## src/rtl/pfd_pkg.sv

```systemverilog
package pfd_pkg;

    typedef struct packed {
        logic ref_rise;
        logic vco_rise;
    } edge_t;

    typedef struct packed {
        logic up;
        logic dn;
    } pump_t;

    typedef enum logic [1:0] {
        ARM_IDLE  = 2'd0,
        ARM_ONE   = 2'd1,
        ARM_READY = 2'd2
    } arm_e;

    function automatic int unsigned sat_step(input int unsigned cur,
                                             input int unsigned top,
                                             input logic        inc);
        if (inc) return (cur >= top) ? top : cur + 1;
        return (cur == 0) ? 0 : cur - 1;
    endfunction

endpackage

```

## src/rtl/pfd_edge_rise.sv

```systemverilog
module pfd_edge_rise
    import pfd_pkg::*;
(
    input  logic  clk,
    input  logic  rst,
    input  logic  ref_in,
    input  logic  vco_in,
    output edge_t edges
);
    logic [1:0] prev_q;

    always_ff @(posedge clk) begin
        if (rst) prev_q <= '0;
        else     prev_q <= {ref_in, vco_in};
    end

    assign edges.ref_rise = ref_in & ~prev_q[1];
    assign edges.vco_rise = vco_in & ~prev_q[0];
endmodule

```

## src/rtl/pfd_core.sv

```systemverilog
module pfd_core
    import pfd_pkg::*;
(
    input  logic  clk,
    input  logic  rst,
    input  edge_t edges,
    output pump_t pulses
);
    pump_t state_q;

    always_ff @(posedge clk) begin
        if (rst) begin
            state_q <= '0;
        end else if (state_q.up && state_q.dn) begin
            state_q <= '0;
        end else begin
            state_q.up <= state_q.up | edges.ref_rise;
            state_q.dn <= state_q.dn | edges.vco_rise;
        end
    end

    assign pulses = state_q;


    overlap_clear_chk: assert property (@(posedge clk) disable iff (rst)
        (state_q.up && state_q.dn) |=> (!state_q.up && !state_q.dn));


    up_start_chk: assert property (@(posedge clk) disable iff (rst)
        $rose(state_q.up) |-> $past(edges.ref_rise));


    dn_start_chk: assert property (@(posedge clk) disable iff (rst)
        $rose(state_q.dn) |-> $past(edges.vco_rise));
endmodule

```

## src/rtl/pfd_lock_integ.sv

```systemverilog
module pfd_lock_integ
    import pfd_pkg::*;
#(
    parameter int CNT_W = 6
) (
    input  logic             clk,
    input  logic             rst,
    input  logic             active,
    input  logic             ref_rise,
    input  logic [CNT_W-1:0] thresh,
    output logic             lock
);
    localparam int unsigned CNT_MAX = (1 << CNT_W) - 1;

    logic [CNT_W-1:0] cnt_q;
    logic [CNT_W-1:0] cnt_d;
    arm_e             arm_q;

    assign cnt_d = CNT_W'(sat_step(int'(cnt_q), CNT_MAX, active));

    always_ff @(posedge clk) begin
        if (rst) begin
            cnt_q <= '0;
            arm_q <= ARM_IDLE;
        end else begin
            cnt_q <= cnt_d;
            if (ref_rise) begin
                case (arm_q)
                    ARM_IDLE: arm_q <= ARM_ONE;
                    ARM_ONE:  arm_q <= ARM_READY;
                    default:  arm_q <= ARM_READY;
                endcase
            end
        end
    end

    assign lock = (arm_q == ARM_READY) && (cnt_q < thresh);


    sat_top_chk: assert property (@(posedge clk) disable iff (rst)
        (active && cnt_q == CNT_W'(CNT_MAX)) |=> (cnt_q == CNT_W'(CNT_MAX)));


    decay_chk: assert property (@(posedge clk) disable iff (rst)
        (!active && cnt_q != '0) |=> (cnt_q == $past(cnt_q) - 1'b1));


    arm_gate_chk: assert property (@(posedge clk) disable iff (rst)
        (arm_q == ARM_IDLE) |=> (arm_q != ARM_READY));
endmodule

```

## src/rtl/pfd_lock_detect.sv

```systemverilog
module pfd_lock_detect
    import pfd_pkg::*;
#(
    parameter int CNT_W = 6
) (
    input  logic             clk,
    input  logic             rst,
    input  logic             ref_pulse,
    input  logic             vco_pulse,
    input  logic             out_en,
    input  logic [CNT_W-1:0] lock_thresh,
    output logic             pump_up,
    output logic             pump_dn,
    output logic             nand_act,
    output logic             lock_ok
);
    edge_t edges;
    pump_t pulses;

    pfd_edge_rise u_edge (
        .clk    (clk),
        .rst    (rst),
        .ref_in (ref_pulse),
        .vco_in (vco_pulse),
        .edges  (edges)
    );

    pfd_core u_core (
        .clk    (clk),
        .rst    (rst),
        .edges  (edges),
        .pulses (pulses)
    );

    assign nand_act = ~(~pulses.up & ~pulses.dn);
    assign pump_up  = pulses.up & out_en;
    assign pump_dn  = pulses.dn & out_en;

    pfd_lock_integ #(.CNT_W(CNT_W)) u_integ (
        .clk      (clk),
        .rst      (rst),
        .active   (nand_act),
        .ref_rise (edges.ref_rise),
        .thresh   (lock_thresh),
        .lock     (lock_ok)
    );


    reset_quiet_chk: assert property (@(posedge clk)
        $past(rst) |-> (!nand_act && !lock_ok));
endmodule

```

## config.mk

```make
export PLATFORM = sky130hd
export DESIGN_NAME = pfd_lock_detect
export DESIGN_NICKNAME = d
export VERILOG_FILES = /design/src/rtl/pfd_pkg.sv /design/src/rtl/pfd_edge_rise.sv /design/src/rtl/pfd_core.sv /design/src/rtl/pfd_lock_integ.sv /design/src/rtl/pfd_lock_detect.sv
export SDC_FILE = /design/constraint.sdc
export NUM_CORES = 1
export LEC_CHECK = 0
export BUFFER_PORTS_ARGS = -buffer_cell sky130_fd_sc_hd__buf_4
export CAP_MARGIN = 5
export CORE_MARGIN = 2
export CORE_UTILIZATION = 35
export DETAILED_ROUTE_END_ITERATION = 8
export MAX_ROUTING_LAYER = met4
export PLACE_DENSITY_LB_ADDON = 0.12
export SYNTH_ARGS = -nofsm -noshare
export SYNTH_HDL_FRONTEND = slang
export SYNTH_SLANG_ARGS = --single-unit
```

## constraint.sdc

```tcl
create_clock -name clk -period 1.4 [get_ports clk]
set_input_delay 0 -clock clk [delete_from_list [all_inputs] [get_ports clk]]
set_output_delay 0 -clock clk [all_outputs]
set_load 0.03 [all_outputs]
```

Word level (Yosys, flattened, before mapping)
Cells that the tools add are included.
{"block": "word_totals", "register_bits": 12, "output_inout_bits": 4, "input_bits": 11}
{"block": "classes", "add_sub_neg": 2, "n_reduce_logical": 5, "n_bitwise": 12, "eq_ne": 1, "order_cmp": 2, "muxes": 4}
{"op": "2-to-1 mux 6 bit", "count": 3}
{"op": "adder 6 x 1 -> 6 bit (second input constant)", "count": 1}
{"op": "greater-or-equal comparator 6 bit (second input constant)", "count": 1}
{"op": "logical NOT 6 bit", "count": 1}
{"op": "< comparator 6 bit", "count": 1}
{"op": "subtractor 6 x 1 -> 6 bit (second input constant)", "count": 1}
{"op": "bitwise AND 1 bit", "count": 5}
{"op": "inverter 1 bit", "count": 5}
{"op": "== test 2 bit (second input constant)", "count": 1}
{"op": "logical AND 1 bit", "count": 2}
{"op": "logical NOT 2 bit", "count": 1}
{"op": "2-to-1 mux 2 bit", "count": 1}
{"op": "bitwise OR 1 bit", "count": 2}
{"op": "OR reduction 2 bit", "count": 1}

Longest topological paths before layout
Gate-level depths: netlist of run 1.
{"block": "depth", "word_depth": 3, "mapped_depth": 6, "ltp_nobuf": 6}

Cells and area by module
Synthesis of run 1 repeated with hierarchy kept, for this count alone.
{"block": "unflattened", "cells_unflattened": 99, "hier_area_um2": 828.3}
{"mod": "pfd_lock_integ", "seq_area_each_um2": 160.2, "cells_per_inst": 83, "area_per_inst_um2": 665.6, "instances": 1}
{"mod": "pfd_core", "seq_area_each_um2": 40.0, "cells_per_inst": 7, "area_per_inst_um2": 72.6, "instances": 1}
{"mod": "pfd_edge_rise", "seq_area_each_um2": 40.0, "cells_per_inst": 6, "area_per_inst_um2": 70.1, "instances": 1}
{"mod": "pfd_lock_detect", "seq_area_each_um2": 0.0, "cells_per_inst": 3, "area_per_inst_um2": 20.0, "instances": 1}

Worst setup path before layout of run 1
OpenSTA, ideal clock, no wires.
{"block": "synth_path", "path_kind": "register -> register", "from": "register u_integ.cnt_q[1]", "to": "register u_integ.cnt_q[5]", "period_less_slack_ps": 1405, "stages_incl_launch_ff": 5, "arrival_time_ps": 1282, "path_buffers": 0, "slack_ps": -5, "setup_time_ps": 123, "path_cell_list": "dfxtp_1 -> ha_1 -> or4b_1 -> a21oi_1 -> a211oi_2"}
{"block": "synth_via", "elab_chain_cells": 3}
{"item": "start, declared", "line_no": "pfd_lock_integ.sv:15", "rtl": "logic [CNT_W-1:0] cnt_q;"}
{"item": "start signal, assigned", "line_no": "pfd_lock_integ.sv:26", "rtl": "cnt_q <= cnt_d;"}
{"item": "adder 6 x 1 -> 6 bit (tied with other cells)", "line_no": "pfd_pkg.sv:22", "rtl": "if (inc) return (cur >= top) ? top : cur + 1;"}
{"item": "2-to-1 mux 6 bit (on tied branches)", "line_no": "pfd_pkg.sv:22, pfd_pkg.sv:23"}
{"item": "2-to-1 mux 6 bit (*)", "line_no": "pfd_pkg.sv:23", "rtl": "return (cur == 0) ? 0 : cur - 1;"}
Every way passes the cells marked *; elsewhere a longest branch is shown, timed or not.
A chain may end at the register's enable or synchronous reset.

Worst setup path in the final report of run 1
{"block": "layout_path", "from": "register u_integ.cnt_q[0]", "to": "output lock_ok"}
{"block": "layout_via", "elab_chain_cells": 2}
{"item": "< comparator 6 bit", "line_no": "pfd_lock_integ.sv:37", "rtl": "assign lock = (arm_q == ARM_READY) && (cnt_q < thresh);"}
{"item": "logical AND 1 bit", "line_no": "pfd_lock_integ.sv:37"}
{"item": "end, declared", "line_no": "pfd_lock_detect.sv:15", "rtl": "output logic lock_ok"}
Every way passes these cells.

==> results_tabular.tex, run 1 <==
\begin{tabular}{lr}
\hline
Metric & Value \\
\hline
\multicolumn{2}{l}{\textbf{Status}} \\
\quad Result of the run & finished with violations \\
\quad Failing checks & negative setup slack \\
\multicolumn{2}{l}{\textbf{Floorplan}} \\
\quad I/O pin total & 15 \\
\quad Initial Utilization & 0.364 \\
\quad Height of the die & between 50 and 60 um \\
\quad Number of placement rows & 17 \\
\quad Die area & 0.00268 sq mm \\
\quad Core Region & 0.00219 sq mm \\
\quad Die W & just over 50 um \\
\multicolumn{2}{l}{\textbf{Worst setup path}} \\
\quad Launching point of the worst reg2reg path & u\_integ.cnt\_q[1] \\
\quad Critical path launch point type & register \\
\quad Standard cell with the maximum stage delay on the critical path & sky130\_fd\_sc\_hd\_\_dfxtp\_4 \\
\quad Worst reg-to-reg path cell count & 4 \\
\quad Arrival time worst endpoint & 1560 ps \\
\quad Critical path cell sequence & buf\_4, nand2b\_1, a21o\_1, a21oi\_1, o21a\_1, buf\_6 \\
\quad Critical Path Max Stage Delay & 370 ps \\
\quad Worst reg-to-reg setup slack & 30 ps \\
\quad Category of the critical setup timing path & reg2out \\
\quad Required time worst endpoint & 1400 ps \\
\quad Peak fanout along the critical path & 4 \\
\quad Worst setup path startpoint & u\_integ.cnt\_q[0] \\
\quad Nature of the critical path endpoint & output pin \\
\quad Capturing instance or port of the critical path & lock\_ok \\
\quad FF-to-FF End & u\_integ.cnt\_q[5] \\
\multicolumn{2}{l}{\textbf{STA}} \\
\quad Min Clock Period, post-route & between 1500 and 2000 ps \\
\quad Fraction of the cycle the final worst path needs & 1.11 \\
\quad Accumulated negative setup slack & -157 ps \\
\quad Final setup viols & 1 \\
\quad Setup repair after global routing missed its margin & true \\
\quad Worst max-slew margin expressed relative to the limit & 0.814 \\
\quad Count of pins over their slew limit & 0 \\
\quad Final worst slack & -157 ps \\
\quad Count of final hold-check violations & 0 \\
\quad Worst-margin pin slew & 277 ps \\
\quad Layout Skew & 3.30 ps \\
\quad Top achievable clock speed & $\sim$640 MHz \\
\quad Worst hold margin & 335 ps \\
\multicolumn{2}{l}{\textbf{Logic synthesis}} \\
\quad Combinational family with the most area after synthesis & simple AND/OR/NAND/NOR gates \\
\quad Synth Area in Simple Gates & 0.262 \\
\quad Number of distinct library cell variants in the gate-level netlist after synthesis & 38 \\
\quad XOR/XNOR Fraction of Synth Area & 0.0329 \\
\quad Synth Area in Compound Gates & 0.199 \\
\quad Number of instances in the synthesized netlist & between 90 and 100 \\
\quad Mux contribution to synthesized area & 0.0125 \\
\quad Post-Synthesis Cell Area & 798 sq um \\
\quad Flip-flop and latch count after synthesis & 12 \\
\quad Mean instance size in the synthesized netlist & between 8 and 9 sq um \\
\quad Sequential-to-total area share from yosys stat & 0.301 \\
\quad Synthesized netlist net count & 114 \\
\quad Post-Synth Adder-Cell Area & 0.125 \\
\quad Warning count from the yosys run & 0 \\
\multicolumn{2}{l}{\textbf{Clocking}} \\
\quad Clock transition at the register clock pins on the worst setup and hold paths after CTS & 80 ps \\
\quad Max Buffers Root-to-Sink & 2 \\
\quad CTS buffer count & 3 \\
\quad Number of H-tree branching levels & 1 \\
\quad Clock Root Buffer & sky130\_fd\_sc\_hd\_\_clkbuf\_4 \\
\quad Clk sink count & 12 \\
\quad TritonCTS clock tree & yes \\
\quad Later-pin clock latency in the skew report & around 280 ps \\
\quad Buffers inserted by post-CTS timing repair & 0 \\
\multicolumn{2}{l}{\textbf{GRT}} \\
\quad Via count of the first global-routing pass & 739 \\
\quad Residual overflow from global routing & 0 \\
\quad Global Route Usage Sum & 0.169 \\
\quad Global-route wire length before repair & 3170 um \\
\quad Pin count of the biggest net entering global routing & 12 \\
\quad Antenna violations before repair & 0 \\
\multicolumn{2}{l}{\textbf{Pwr}} \\
\quad Combinational share of power & 0.598 \\
\quad Portion of total power attributed to sequential cells & 0.270 \\
\quad Worst voltage drop across the vdd grid & 0.935 mV \\
\quad Leakage & 0.529 nW \\
\quad Switching part of the total & 0.381 \\
\quad Clk network pwr share & 0.133 \\
\quad Post-layout total power & 2.17 mW \\
\quad Switch Pwr & 0.828 mW \\
\quad Power per standard cell area & approximately 1800 mW/mm\^{}2 \\
\quad Internal power of the cells & 1.35 mW \\
\multicolumn{2}{l}{\textbf{Drt}} \\
\quad Avg WL per Cell & 11.7 um \\
\quad Number of search-and-repair iterations in the first detailed-routing pass & 4 \\
\quad Vias post-DR & 776 \\
\quad Iter 0 DRT Violations & 8 \\
\quad Detailed Route WL & 1840 um \\
\quad Antenna Violating Nets Remaining & 0 \\
\quad Vias per std cell & 4.94 \\
\quad DRC violation count after routing & 0 \\
\multicolumn{2}{l}{\textbf{Placed design}} \\
\quad Port Buffers & 14 \\
\quad Setup slack after placement & -12.4 ps \\
\quad Routability cong. & 0.860 \\
\quad Post-detailed-placement half-perimeter wirelength & 1330 um \\
\quad Post-place instance area & 0.00103 sq mm \\
\multicolumn{2}{l}{\textbf{Cells and area}} \\
\quad Fill cells & 208 \\
\quad Synth-to-Final Area Change & 49.4\% \\
\quad Final nets & 149 \\
\quad Total area of sequential cells & $\sim$250 sq um \\
\quad Footprint of the multi-input gates & 569 sq um \\
\quad Fraction of layout instances using a drive strength above 1 & 0.434 \\
\quad Finished layout cell area & $\sim$0.0012 sq mm \\
\quad Diode count & 0 \\
\multicolumn{2}{l}{\textbf{Min path}} \\
\quad HP Class & in2out \\
\quad Depth of the worst hold-timing path & 3 \\
\multicolumn{2}{l}{\textbf{Job}} \\
\quad Number of violations of the max-capacitance limit & 0 \\
\hline
\end{tabular}
==> cell usage after synthesis, drive strengths merged <==
cell type  count  area share
dfxtp         12        0.30
nor2          12       0.060
inv            9       0.042
ha             8        0.13
a21oi          6       0.038
a31oi          3       0.024
nor2b          3       0.024
nor3           3       0.025
o21ai          3       0.019
o21bai         3       0.028
xnor2          3       0.033
a211oi         2       0.025
and2           2       0.016
and3           2       0.016
buf            2       0.020
nand2          2      0.0094
nand2b         2       0.016
nand3          2       0.013
nor3b          2       0.019
o32a           2       0.025
a21o           1      0.0094
a2bb2oi        1       0.011
clkbuf         1      0.0047
mux2i          1       0.013
nand4          1      0.0078
nor4bb         1       0.013
o21a           1      0.0094
o22a           1       0.011
or2            1      0.0078
or3            1       0.014
or3b           1       0.011
or4b           1       0.013
==> routing by layer <==
layer,up-vias,GRT usage,routed length (um)
li1,401,-,-
met1,361,0.206,827
met2,10,0.248,910
met3,4,0.0517,62
met4,0,0.0921,40
met5,-,-,0
==> placed cells by master (no fill, tap or decap), types with 2 or more instances in the layout <==
cell type	n
sky130_fd_sc_hd__ha_4	2
sky130_fd_sc_hd__a211oi_2	2
sky130_fd_sc_hd__ha_1	5
sky130_fd_sc_hd__xnor2_1	3
sky130_fd_sc_hd__buf_4	27
sky130_fd_sc_hd__o21bai_1	3
sky130_fd_sc_hd__nor2_1	11
sky130_fd_sc_hd__nand2_1	2
sky130_fd_sc_hd__o32a_1	2
sky130_fd_sc_hd__dfxtp_2	2
sky130_fd_sc_hd__a21oi_1	4
sky130_fd_sc_hd__clkbuf_4	3
sky130_fd_sc_hd__inv_1	7
sky130_fd_sc_hd__nor3_2	2
sky130_fd_sc_hd__nor2b_1	3
sky130_fd_sc_hd__dfxtp_4	3
sky130_fd_sc_hd__and3_1	2
sky130_fd_sc_hd__dfxtp_1	7
sky130_fd_sc_hd__and2_1	2
sky130_fd_sc_hd__dlygate4sd3_1	5
sky130_fd_sc_hd__nand2b_1	2
sky130_fd_sc_hd__a21oi_2	2
sky130_fd_sc_hd__a31oi_1	3
sky130_fd_sc_hd__o21ai_0	2
sky130_fd_sc_hd__inv_2	2
==> power by group through the flow <==
stage	Sequential (mW)	Combinational, mW	Clock, mW
2_1_floorplan	0.534	0.843	0
3_3_place_gp	0.549	1.18	0
3_5_place_dp	0.546	1.17	0
4_1_cts	0.559	1.22	0.294
5_1_grt	0.606	1.45	0.313
6_report	0.586	1.30	0.288
==> how the worst min path moves through the flow <==
stage / end / from
2_1_floorplan: u_edge.prev_q[0] / vco_pulse
3_3_place_gp: u_edge.prev_q[1] / ref_pulse
3_5_place_dp: u_edge.prev_q[1] / ref_pulse
4_1_cts: pump_dn / out_en
5_1_grt: pump_up / out_en
6_report: pump_dn / out_en
==> cell type report <==
type	instances	area share
clock buffers	4	0.0304
inverters	9	0.0283
multi-input cells	71	0.477
flip-flops and latches	12	0.213
well taps	28	0.0294
repair buffers	33	0.221
==> sequential cells by signal, summed over array words and instances (netlist names) <==
signal and count:
u_integ.cnt_q 6, u_core.pulses 2, u_integ.arm_q 2, u_edge.prev_q 2
==> kinds of logic (layout without fill, tap and decap cells) <==
group,count (synthesis),count (layout)
AOI/OAI and AO/OA,23,23
xor gates and xnor gates,3,3
adders and majority gates,8,8
buffers and inverters,12,46
DFF,12,12
muxes,1,1
and+or+nand+nor,36,36
==> through the flow <==
stage | util | std cells
floorplan | - | 95
global placement | 0.470 | 148
detailed placement | 0.470 | 148
CTS | 0.524 | 157
global route | 0.544 | 157
finish | 0.544 | 157
==> repair_timing <==
action	4_1_cts	5_1_grt
setup endpoints to repair	6	7
gates resized for setup	10	11
endpoints found under the hold margin	10	0
pin swaps	2	1
hold buffers	5	0
cloned	0	0
==> critical path: cells and delay by family (launching register included) <==
| family | cells | cell delay (ps) |
|---|---|---|
| simple gates | 1 | 130 |
| buf+inv | 2 | 270 |
| compound gates | 3 | 500 |
| flops | 1 | 370 |
No activity file was read; power rests on OpenSTA's default activity.
==> run 2: changes to the inputs <==
--- a/config.mk
+++ b/config.mk
@@ -8,10 +8,11 @@
 export BUFFER_PORTS_ARGS = -buffer_cell sky130_fd_sc_hd__buf_4
 export CAP_MARGIN = 5
 export CORE_MARGIN = 2
-export CORE_UTILIZATION = 35
+export CORE_UTILIZATION = 46
 export DETAILED_ROUTE_END_ITERATION = 8
 export MAX_ROUTING_LAYER = met4
 export PLACE_DENSITY_LB_ADDON = 0.12
 export SYNTH_ARGS = -nofsm -noshare
 export SYNTH_HDL_FRONTEND = slang
+export SYNTH_HIERARCHICAL = 1
 export SYNTH_SLANG_ARGS = --single-unit
==> run 2 against run 1 <==
Net effect:
- the flow still finishes with violations (negative setup slack)
- total power is 1.5% higher
- via count increased by 2.3%
- register-to-register slack got worse by 120 ps
- sequential share of layout area fell by 1.0 points
- first-iteration DRC count grew 63%
- largest cell class unchanged
==> results_tabular.tex, run 2 <==
\begin{tabular}{lr}
\hline
Metric & Value \\
\hline
\multicolumn{2}{l}{\textbf{Status}} \\
\quad Result of the run & finished with violations \\
\quad Failing checks & negative setup slack \\
\multicolumn{2}{l}{\textbf{Worst setup path}} \\
\quad Worst reg-to-reg setup slack & -90 ps \\
\quad Launching point of the worst reg2reg path & u\_integ/cnt\_q[1] \\
\quad Critical path launch point type & register \\
\quad Category of the critical setup timing path & reg2out \\
\quad Worst reg-to-reg path cell count & 5 \\
\quad Arrival time worst endpoint & roughly 1600 ps \\
\quad Required time worst endpoint & 1400 ps \\
\quad Peak fanout along the critical path & 2 \\
\quad Nature of the critical path endpoint & output pin \\
\quad FF-to-FF End & u\_integ/cnt\_q[5] \\
\multicolumn{2}{l}{\textbf{STA}} \\
\quad Fraction of the cycle the final worst path needs & 1.13 \\
\quad Worst max-slew margin expressed relative to the limit & 0.823 \\
\quad Final worst slack & -187 ps \\
\quad Count of pins over their slew limit & 0 \\
\quad Layout Skew & 6.00 ps \\
\quad Min Clock Period, post-route & $\sim$1600 ps \\
\quad Count of final hold-check violations & 0 \\
\quad Worst-margin pin slew & 265 ps \\
\quad Accumulated negative setup slack & -274 ps \\
\quad Setup repair after global routing missed its margin & true \\
\quad Final setup viols & 2 \\
\quad Top achievable clock speed & 630 MHz \\
\multicolumn{2}{l}{\textbf{Drt}} \\
\quad Avg WL per Cell & approximately 13 um \\
\quad Vias per std cell & $\sim$5.2 \\
\quad Iter 0 DRT Violations & 13 \\
\quad DRC violation count after routing & 0 \\
\quad Vias post-DR & 794 \\
\quad Antenna Violating Nets Remaining & 0 \\
\quad Detailed Route WL & 1970 um \\
\quad Number of search-and-repair iterations in the first detailed-routing pass & 4 \\
\multicolumn{2}{l}{\textbf{Cells and area}} \\
\quad Synth-to-Final Area Change & 49.1\% \\
\quad Fraction of layout instances using a drive strength above 1 & 0.453 \\
\quad Final nets & between 100 and 150 \\
\quad Commonest cells after routing, fill and taps aside & sky130\_fd\_sc\_hd\_\_buf\_4 (21), sky130\_fd\_sc\_hd\_\_nor2\_1 (9), sky130\_fd\_sc\_hd\_\_inv\_1 (9) \\
\quad Final core utilization & 0.723 \\
\quad Diode count & 0 \\
\quad Register containing the most flip-flops in the final layout & u\_integ/cnt\_q \\
\quad Flip-flop count of the largest register, all copies and words added & 6 \\
\quad Most common library cell in the layout ignoring fill and taps & sky130\_fd\_sc\_hd\_\_buf\_4 \\
\multicolumn{2}{l}{\textbf{Logic synthesis}} \\
\quad XOR/XNOR Fraction of Synth Area & 0.0423 \\
\quad Combinational family with the most area after synthesis & simple AND/OR/NAND/NOR gates \\
\quad Fraction of synthesized cell area taken by the top area cell type & 0.290 \\
\quad Number of flops mapped to enable cells by yosys & 0 \\
\quad Most instantiated library cell after synthesis & sky130\_fd\_sc\_hd\_\_dfxtp\_1 \\
\quad Mean instance size in the synthesized netlist & 8.37 sq um \\
\quad Sequential-to-total area share from yosys stat & 0.290 \\
\quad Post-Synth Adder-Cell Area & 0.121 \\
\quad Async set or reset register ratio after synthesis & 0 \\
\quad Synth Area in Simple Gates & 0.287 \\
\quad Most frequent cells after synthesis & sky130\_fd\_sc\_hd\_\_dfxtp\_1 (12), sky130\_fd\_sc\_hd\_\_inv\_1 (10), sky130\_fd\_sc\_hd\_\_nor2\_1 (9) \\
\quad Mux contribution to synthesized area & 0 \\
\quad Most area-consuming cells after synthesis & sky130\_fd\_sc\_hd\_\_dfxtp\_1 (29\%), sky130\_fd\_sc\_hd\_\_ha\_1 (12\%), sky130\_fd\_sc\_hd\_\_a21oi\_1 (4.8\%), sky130\_fd\_sc\_hd\_\_inv\_1 (4.5\%), sky130\_fd\_sc\_hd\_\_nor2\_1 (4.1\%) \\
\quad Synthesized netlist net count & 118 \\
\quad Warning count from the yosys run & 6 \\
\quad Number of instances in the synthesized netlist & 99 \\
\quad Post-Synthesis Cell Area & 828 sq um \\
\quad Flip-flop and latch count after synthesis & 12 \\
\quad Number of distinct library cell variants in the gate-level netlist after synthesis & 36 \\
\quad Cell accounting for the most synthesized area & sky130\_fd\_sc\_hd\_\_dfxtp\_1 \\
\quad Synth Area in Compound Gates & 0.165 \\
\quad Dominant synthesized flop cell & sky130\_fd\_sc\_hd\_\_dfxtp\_1 \\
\multicolumn{2}{l}{\textbf{Min path}} \\
\quad HP Class & in2out \\
\quad Endpoint of the worst hold-timing path & pump\_up \\
\quad Depth of the worst hold-timing path & 3 \\
\quad Hold path start & out\_en \\
\multicolumn{2}{l}{\textbf{Floorplan}} \\
\quad Die W & 46.4 um \\
\quad I/O pin total & 15 \\
\quad Height of the die & 46.4 um \\
\quad Number of placement rows & 15 \\
\quad Die area & $\sim$0.0022 sq mm \\
\quad Initial Utilization & 0.485 \\
\quad Core Region & 0.00171 sq mm \\
\multicolumn{2}{l}{\textbf{Clocking}} \\
\quad Later-pin clock latency in the skew report & between 200 and 300 ps \\
\quad Max Buffers Root-to-Sink & 2 \\
\quad Clock transition at the register clock pins on the worst setup and hold paths after CTS & 80 ps \\
\quad TritonCTS clock tree & yes \\
\quad CTS buffer count & 3 \\
\quad Clock Root Buffer & sky130\_fd\_sc\_hd\_\_clkbuf\_4 \\
\quad Clk sink count & 12 \\
\quad Number of H-tree branching levels & 1 \\
\multicolumn{2}{l}{\textbf{GRT}} \\
\quad Residual overflow from global routing & 0 \\
\quad Antenna violations before repair & 0 \\
\quad Pin count of the biggest net entering global routing & 14 \\
\quad Met1 track demand over resource in global routing & 0.226 \\
\quad Global-route wire length before repair & a little over 3000 um \\
\quad Global Route Usage Sum & 0.211 \\
\quad Met3 track demand over resource in global routing & 0.0235 \\
\quad Met2 Usage GRT & 0.378 \\
\quad Routing layer with the top usage in global route & met2 \\
\quad Via count of the first global-routing pass & 766 \\
\multicolumn{2}{l}{\textbf{Pwr}} \\
\quad Worst voltage drop across the vdd grid & around 1.2 mV \\
\quad Post-layout total power & $\sim$2.2 mW \\
\quad Leakage & 0.532 nW \\
\quad Combinational share of power & 0.611 \\
\quad Switching part of the total & 0.423 \\
\quad Power per standard cell area & 1790 mW/mm\^{}2 \\
\quad Internal power of the cells & 1.27 mW \\
\quad Portion of total power attributed to sequential cells & 0.262 \\
\quad Switch Pwr & 0.934 mW \\
\quad Clk network pwr share & 0.127 \\
\multicolumn{2}{l}{\textbf{Placed design}} \\
\quad Routability cong. & 0.861 \\
\quad Post-detailed-placement half-perimeter wirelength & 1310 um \\
\quad Port Buffers & 14 \\
\multicolumn{2}{l}{\textbf{Job}} \\
\quad Number of violations of the max-capacitance limit & 0 \\
\hline
\end{tabular}
-- run 2: cell count changes in the layout (fill, tap and decap cells not counted), sizes merged, moves of 3 or more --
| cell | change |
|---|---|
| nor2 | -3 |
| a21oi | +3 |
| nand2 | +5 |
| o21bai | -3 |
| xor2 | +3 |
| buf | -4 |
-- run 2: how the worst max path moves through the flow --
stage | startpoint | endpoint | cells after the start
after detailed placement | u_integ/cnt_q[1] | lock_ok | 5
after floorplan | u_integ/cnt_q[1] | lock_ok | 4
after global routing | u_integ/cnt_q[0] | lock_ok | 5
after global placement | u_integ/cnt_q[1] | lock_ok | 5
after CTS | u_integ/cnt_q[1] | lock_ok | 5
final | u_integ/cnt_q[1] | lock_ok | 5
-- run 2: metal layers --
| metal | vias to the layer above | share of wire |
|---|---|---|
| li1 | 397 | - |
| met1 | 379 | 0.44 |
| met2 | 16 | 0.52 |
| met3 | 2 | 0.027 |
| met4 | 0 | 0.010 |
| met5 | - | 0 |
-- run 2: area by class of cell --
class / instances / area, sq um
multi-input cells: 73 / 636
fillers: 128 / 473
flip-flops and latches: 12 / 250
repair buffers: 29 / 241
inverters: 10 / 40.0
clock buffers: 4 / 36.3
well taps: 25 / 31.3
-- run 2: critical path, cell delays in order (launching register included) --
cell and delay (ps):
sky130_fd_sc_hd__dfxtp_2 360, sky130_fd_sc_hd__ha_4 200, sky130_fd_sc_hd__a211oi_4 240, sky130_fd_sc_hd__o22ai_2 110, sky130_fd_sc_hd__nor4b_4 230, sky130_fd_sc_hd__buf_6 160
-- run 2: power by group through the flow --
stage / sequential [mW] / combinational (mW) / clock, mW
finish: 0.579 / 1.35 / 0.280
global route: 0.591 / 1.46 / 0.304
CTS: 0.563 / 1.25 / 0.290
detailed placement: 0.550 / 0.961 / 0
global placement: 0.547 / 0.934 / 0
floorplan: 0.544 / 0.722 / 0
-- run 2: through the flow --
step           instance area, sq um  hold slack [ps]  instances  setup WS [ps]
2_1_floorplan                   846             62.4         99           1.31
3_3_place_gp                   1000              221        142          0.632
3_5_place_dp                   1000              226        142          -54.9
4_1_cts                        1210              346        153           -217
5_1_grt                        1230              361        153           -249
6_report                       1230              343        153           -187
-- run 2: cells by family after synthesis --
family,after synthesis
DFF,12
AOI/OAI and AO/OA,21
buffers and inverters,14
xor gates and xnor gates,4
adders and majority gates,8
and+or+nand+nor,40
-- run 2: what timing repair did --
item / in CTS / in global routing
gates cloned: 0 / 0
hold buffers: 5 / 0
pin swaps: 7 / 6
endpoints found under the setup margin: 3 / 7
resized for setup: 24 / 8
buffers inserted: 2 / 1
hold endpoints to repair: 7 / 0
==> run 3: changes to the inputs <==
--- a/config.mk
+++ b/config.mk
@@ -5,11 +5,11 @@
 export SDC_FILE = /design/constraint.sdc
 export NUM_CORES = 1
 export LEC_CHECK = 0
-export BUFFER_PORTS_ARGS = -buffer_cell sky130_fd_sc_hd__buf_4
 export CAP_MARGIN = 5
 export CORE_MARGIN = 2
 export CORE_UTILIZATION = 46
 export DETAILED_ROUTE_END_ITERATION = 8
+export DONT_BUFFER_PORTS = 1
 export MAX_ROUTING_LAYER = met4
 export PLACE_DENSITY_LB_ADDON = 0.12
 export SYNTH_ARGS = -nofsm -noshare
==> run 3 against run 2 <==
Net effect:
- the run still ends with negative setup slack left
- global-route usage shrank 1.4 points
- wire length grew 0.81%
- worst hold slack lost 330 ps
- via count shrank 3.0%
- highest routed layer unchanged
- total power grew 10%
- sequential share of layout area grew 0.67 points
- register-to-register slack is essentially flat
- final cell count shrank 5.9%
- critical endpoint unchanged
==> results_tabular.tex, run 3 (synthesis results as in run 2) <==
\begin{tabular}{lr}
\hline
Metric & Value \\
\hline
\multicolumn{2}{l}{\textbf{Status}} \\
\quad Result of the run & finished with violations \\
\quad Failing checks & negative setup slack \\
\multicolumn{2}{l}{\textbf{Pwr}} \\
\quad Internal power of the cells & 1.42 mW \\
\quad Switch Pwr & 1.02 mW \\
\quad Switching part of the total & 0.418 \\
\quad Leakage & 0.487 nW \\
\quad Power per standard cell area & 2020 mW/mm\^{}2 \\
\quad Portion of total power attributed to sequential cells & 0.235 \\
\quad Post-layout total power & about 2.4 mW \\
\quad Clk network pwr share & 0.117 \\
\quad Combinational share of power & 0.648 \\
\quad Worst voltage drop across the vdd grid & between 1 and 1.5 mV \\
\multicolumn{2}{l}{\textbf{Drt}} \\
\quad Vias per std cell & about 5.3 \\
\quad DRC violation count after routing & 0 \\
\quad Antenna Violating Nets Remaining & 0 \\
\quad Detailed Route WL & $\sim$2000 um \\
\quad Vias post-DR & 770 \\
\quad Iter 0 DRT Violations & 25 \\
\quad Avg WL per Cell & 13.8 um \\
\quad Number of search-and-repair iterations in the first detailed-routing pass & 4 \\
\multicolumn{2}{l}{\textbf{Cells and area}} \\
\quad Diode count & 0 \\
\quad Fraction of layout instances using a drive strength above 1 & 0.462 \\
\quad Most common library cell in the layout ignoring fill and taps & sky130\_fd\_sc\_hd\_\_buf\_4 \\
\quad Flip-flop count of the largest register, all copies and words added & 6 \\
\quad Register containing the most flip-flops in the final layout & u\_integ/cnt\_q \\
\quad Final nets & roughly 140 \\
\quad Final core utilization & 0.703 \\
\quad Synth-to-Final Area Change & 45.0\% \\
\quad Commonest cells after routing, fill and taps aside & sky130\_fd\_sc\_hd\_\_buf\_4 (12), sky130\_fd\_sc\_hd\_\_nor2\_1 (8), sky130\_fd\_sc\_hd\_\_inv\_1 (8) \\
\multicolumn{2}{l}{\textbf{Placed design}} \\
\quad Port Buffers & 0 \\
\quad Post-detailed-placement half-perimeter wirelength & 1220 um \\
\quad Routability cong. & 0.868 \\
\multicolumn{2}{l}{\textbf{Worst setup path}} \\
\quad Critical Path Max Stage Delay & 380 ps \\
\quad Category of the critical setup timing path & reg2out \\
\quad Capturing instance or port of the critical path & lock\_ok \\
\quad Arrival time worst endpoint & 1560 ps \\
\quad Nature of the critical path endpoint & output pin \\
\quad Critical path launch point type & register \\
\quad Critical path cell sequence & ha\_4, o2111ai\_2, o22ai\_2, nor4b\_4, buf\_4 \\
\quad FF-to-FF End & u\_integ/cnt\_q[5] \\
\quad Worst reg-to-reg path cell count & 5 \\
\quad Worst setup path startpoint & u\_integ/cnt\_q[2] \\
\quad Required time worst endpoint & 1400 ps \\
\quad Peak fanout along the critical path & 2 \\
\quad Standard cell with the maximum stage delay on the critical path & sky130\_fd\_sc\_hd\_\_dfxtp\_2 \\
\quad Launching point of the worst reg2reg path & u\_integ/cnt\_q[0] \\
\quad Worst reg-to-reg setup slack & -90 ps \\
\multicolumn{2}{l}{\textbf{Floorplan}} \\
\quad I/O pin total & 15 \\
\quad Die W & roughly 46 um \\
\quad Number of placement rows & 15 \\
\quad Initial Utilization & 0.485 \\
\quad Die area & 0.00216 sq mm \\
\quad Height of the die & 46.4 um \\
\quad Core Region & approximately 0.0017 sq mm \\
\multicolumn{2}{l}{\textbf{STA}} \\
\quad Final worst slack & -161 ps \\
\quad Count of final hold-check violations & 0 \\
\quad Final setup viols & 2 \\
\quad Min Clock Period, post-route & $\sim$1600 ps \\
\quad Top achievable clock speed & approximately 640 MHz \\
\quad Worst max-slew margin expressed relative to the limit & 0.608 \\
\quad Layout Skew & 3.38 ps \\
\quad Setup repair after global routing missed its margin & true \\
\quad Worst-margin pin slew & 587 ps \\
\quad Count of pins over their slew limit & 0 \\
\quad Fraction of the cycle the final worst path needs & 1.11 \\
\multicolumn{2}{l}{\textbf{Clocking}} \\
\quad Number of H-tree branching levels & 1 \\
\quad Clk sink count & 12 \\
\quad CTS buffer count & 3 \\
\quad Clock Root Buffer & sky130\_fd\_sc\_hd\_\_clkbuf\_4 \\
\quad Clock transition at the register clock pins on the worst setup and hold paths after CTS & 80 ps \\
\quad Later-pin clock latency in the skew report & 280 ps \\
\quad TritonCTS clock tree & yes \\
\quad Max Buffers Root-to-Sink & 2 \\
\multicolumn{2}{l}{\textbf{GRT}} \\
\quad Antenna violations before repair & 0 \\
\quad Global Route Usage Sum & 0.197 \\
\quad Met2 Usage GRT & 0.317 \\
\quad Routing layer with the top usage in global route & met2 \\
\quad Global-route wire length before repair & a little under 3000 um \\
\quad Pin count of the biggest net entering global routing & 14 \\
\quad Met1 track demand over resource in global routing & 0.244 \\
\quad Met3 track demand over resource in global routing & 0.0235 \\
\quad Residual overflow from global routing & 0 \\
\quad Via count of the first global-routing pass & $\sim$700 \\
\multicolumn{2}{l}{\textbf{Job}} \\
\quad Number of violations of the max-capacitance limit & 0 \\
\multicolumn{2}{l}{\textbf{Min path}} \\
\quad HP Class & in2reg \\
\hline
\end{tabular}
==> run 3: critical path, delay by kind of cell, from the launching register on <==
kind | cells | cell delay (ps)
flops | 1 | 380
compound gates | 2 | 300
fa+ha+maj | 1 | 210
simple gates | 1 | 210
buf+inv | 1 | 190
==> run 3: metrics by stage <==
stage | hold slack [ps] | instances | area (sq um) | TNS [ps] | setup WS [ps]
after floorplan | 62.4 | 99 | 846 | 0 | 1.31
after global placement | 64.5 | 132 | 926 | 0 | 10.9
after detailed placement | 65.5 | 132 | 926 | -47.8 | -30.0
after CTS | 9.63 | 140 | 1060 | -312 | -211
after global routing | 30.4 | 144 | 1200 | -372 | -219
final | 17.1 | 144 | 1200 | -251 | -161
==> run 3: metal layers <==
layer  up-vias  part of all wire
li1        382                 -
met2        22              0.49
met1       364              0.47
met4         0            0.0060
met3         2             0.032
met5         -                 0
==> run 3: what timing repair did <==
action / 4_1_cts / 5_1_grt
resized for setup: 13 / 26
setup buffers: 1 / 4
hold buffers: 3 / 0
pin swaps: 6 / 9
endpoints found under the hold margin: 12 / 0
endpoints found under the setup margin: 4 / 7
==> run 3: area by class of cell <==
| cell class | count | area, sq um |
|---|---|---|
| multi-input cells | 73 | 663 |
| fillers | 131 | 507 |
| inverters | 10 | 42.5 |
| repair buffers | 20 | 176 |
| well taps | 25 | 31.3 |
| clock buffers | 4 | 36.3 |
| flip-flops and latches | 12 | 251 |
==> run 3: worst min path at each step <==
stage,startpoint,to,cells after the start,slack (ps)
2_1_floorplan,rst,u_core/pulses[0],1,60
3_3_place_gp,rst,u_core/pulses[0],1,60
3_5_place_dp,rst,u_core/pulses[0],1,70
4_1_cts,vco_pulse,u_core/pulses[0],3,10
5_1_grt,vco_pulse,u_core/pulses[0],3,30
6_report,vco_pulse,u_core/pulses[0],3,20
==> run 3: power by group through the flow <==
stage	Sequential (mW)	Combinational, mW	Clock, mW
final	0.571	1.57	0.285
after CTS	0.551	1.13	0.295
after detailed placement	0.546	0.965	0
after global routing	0.581	1.68	0.309
after floorplan	0.544	0.722	0
after global placement	0.542	0.955	0
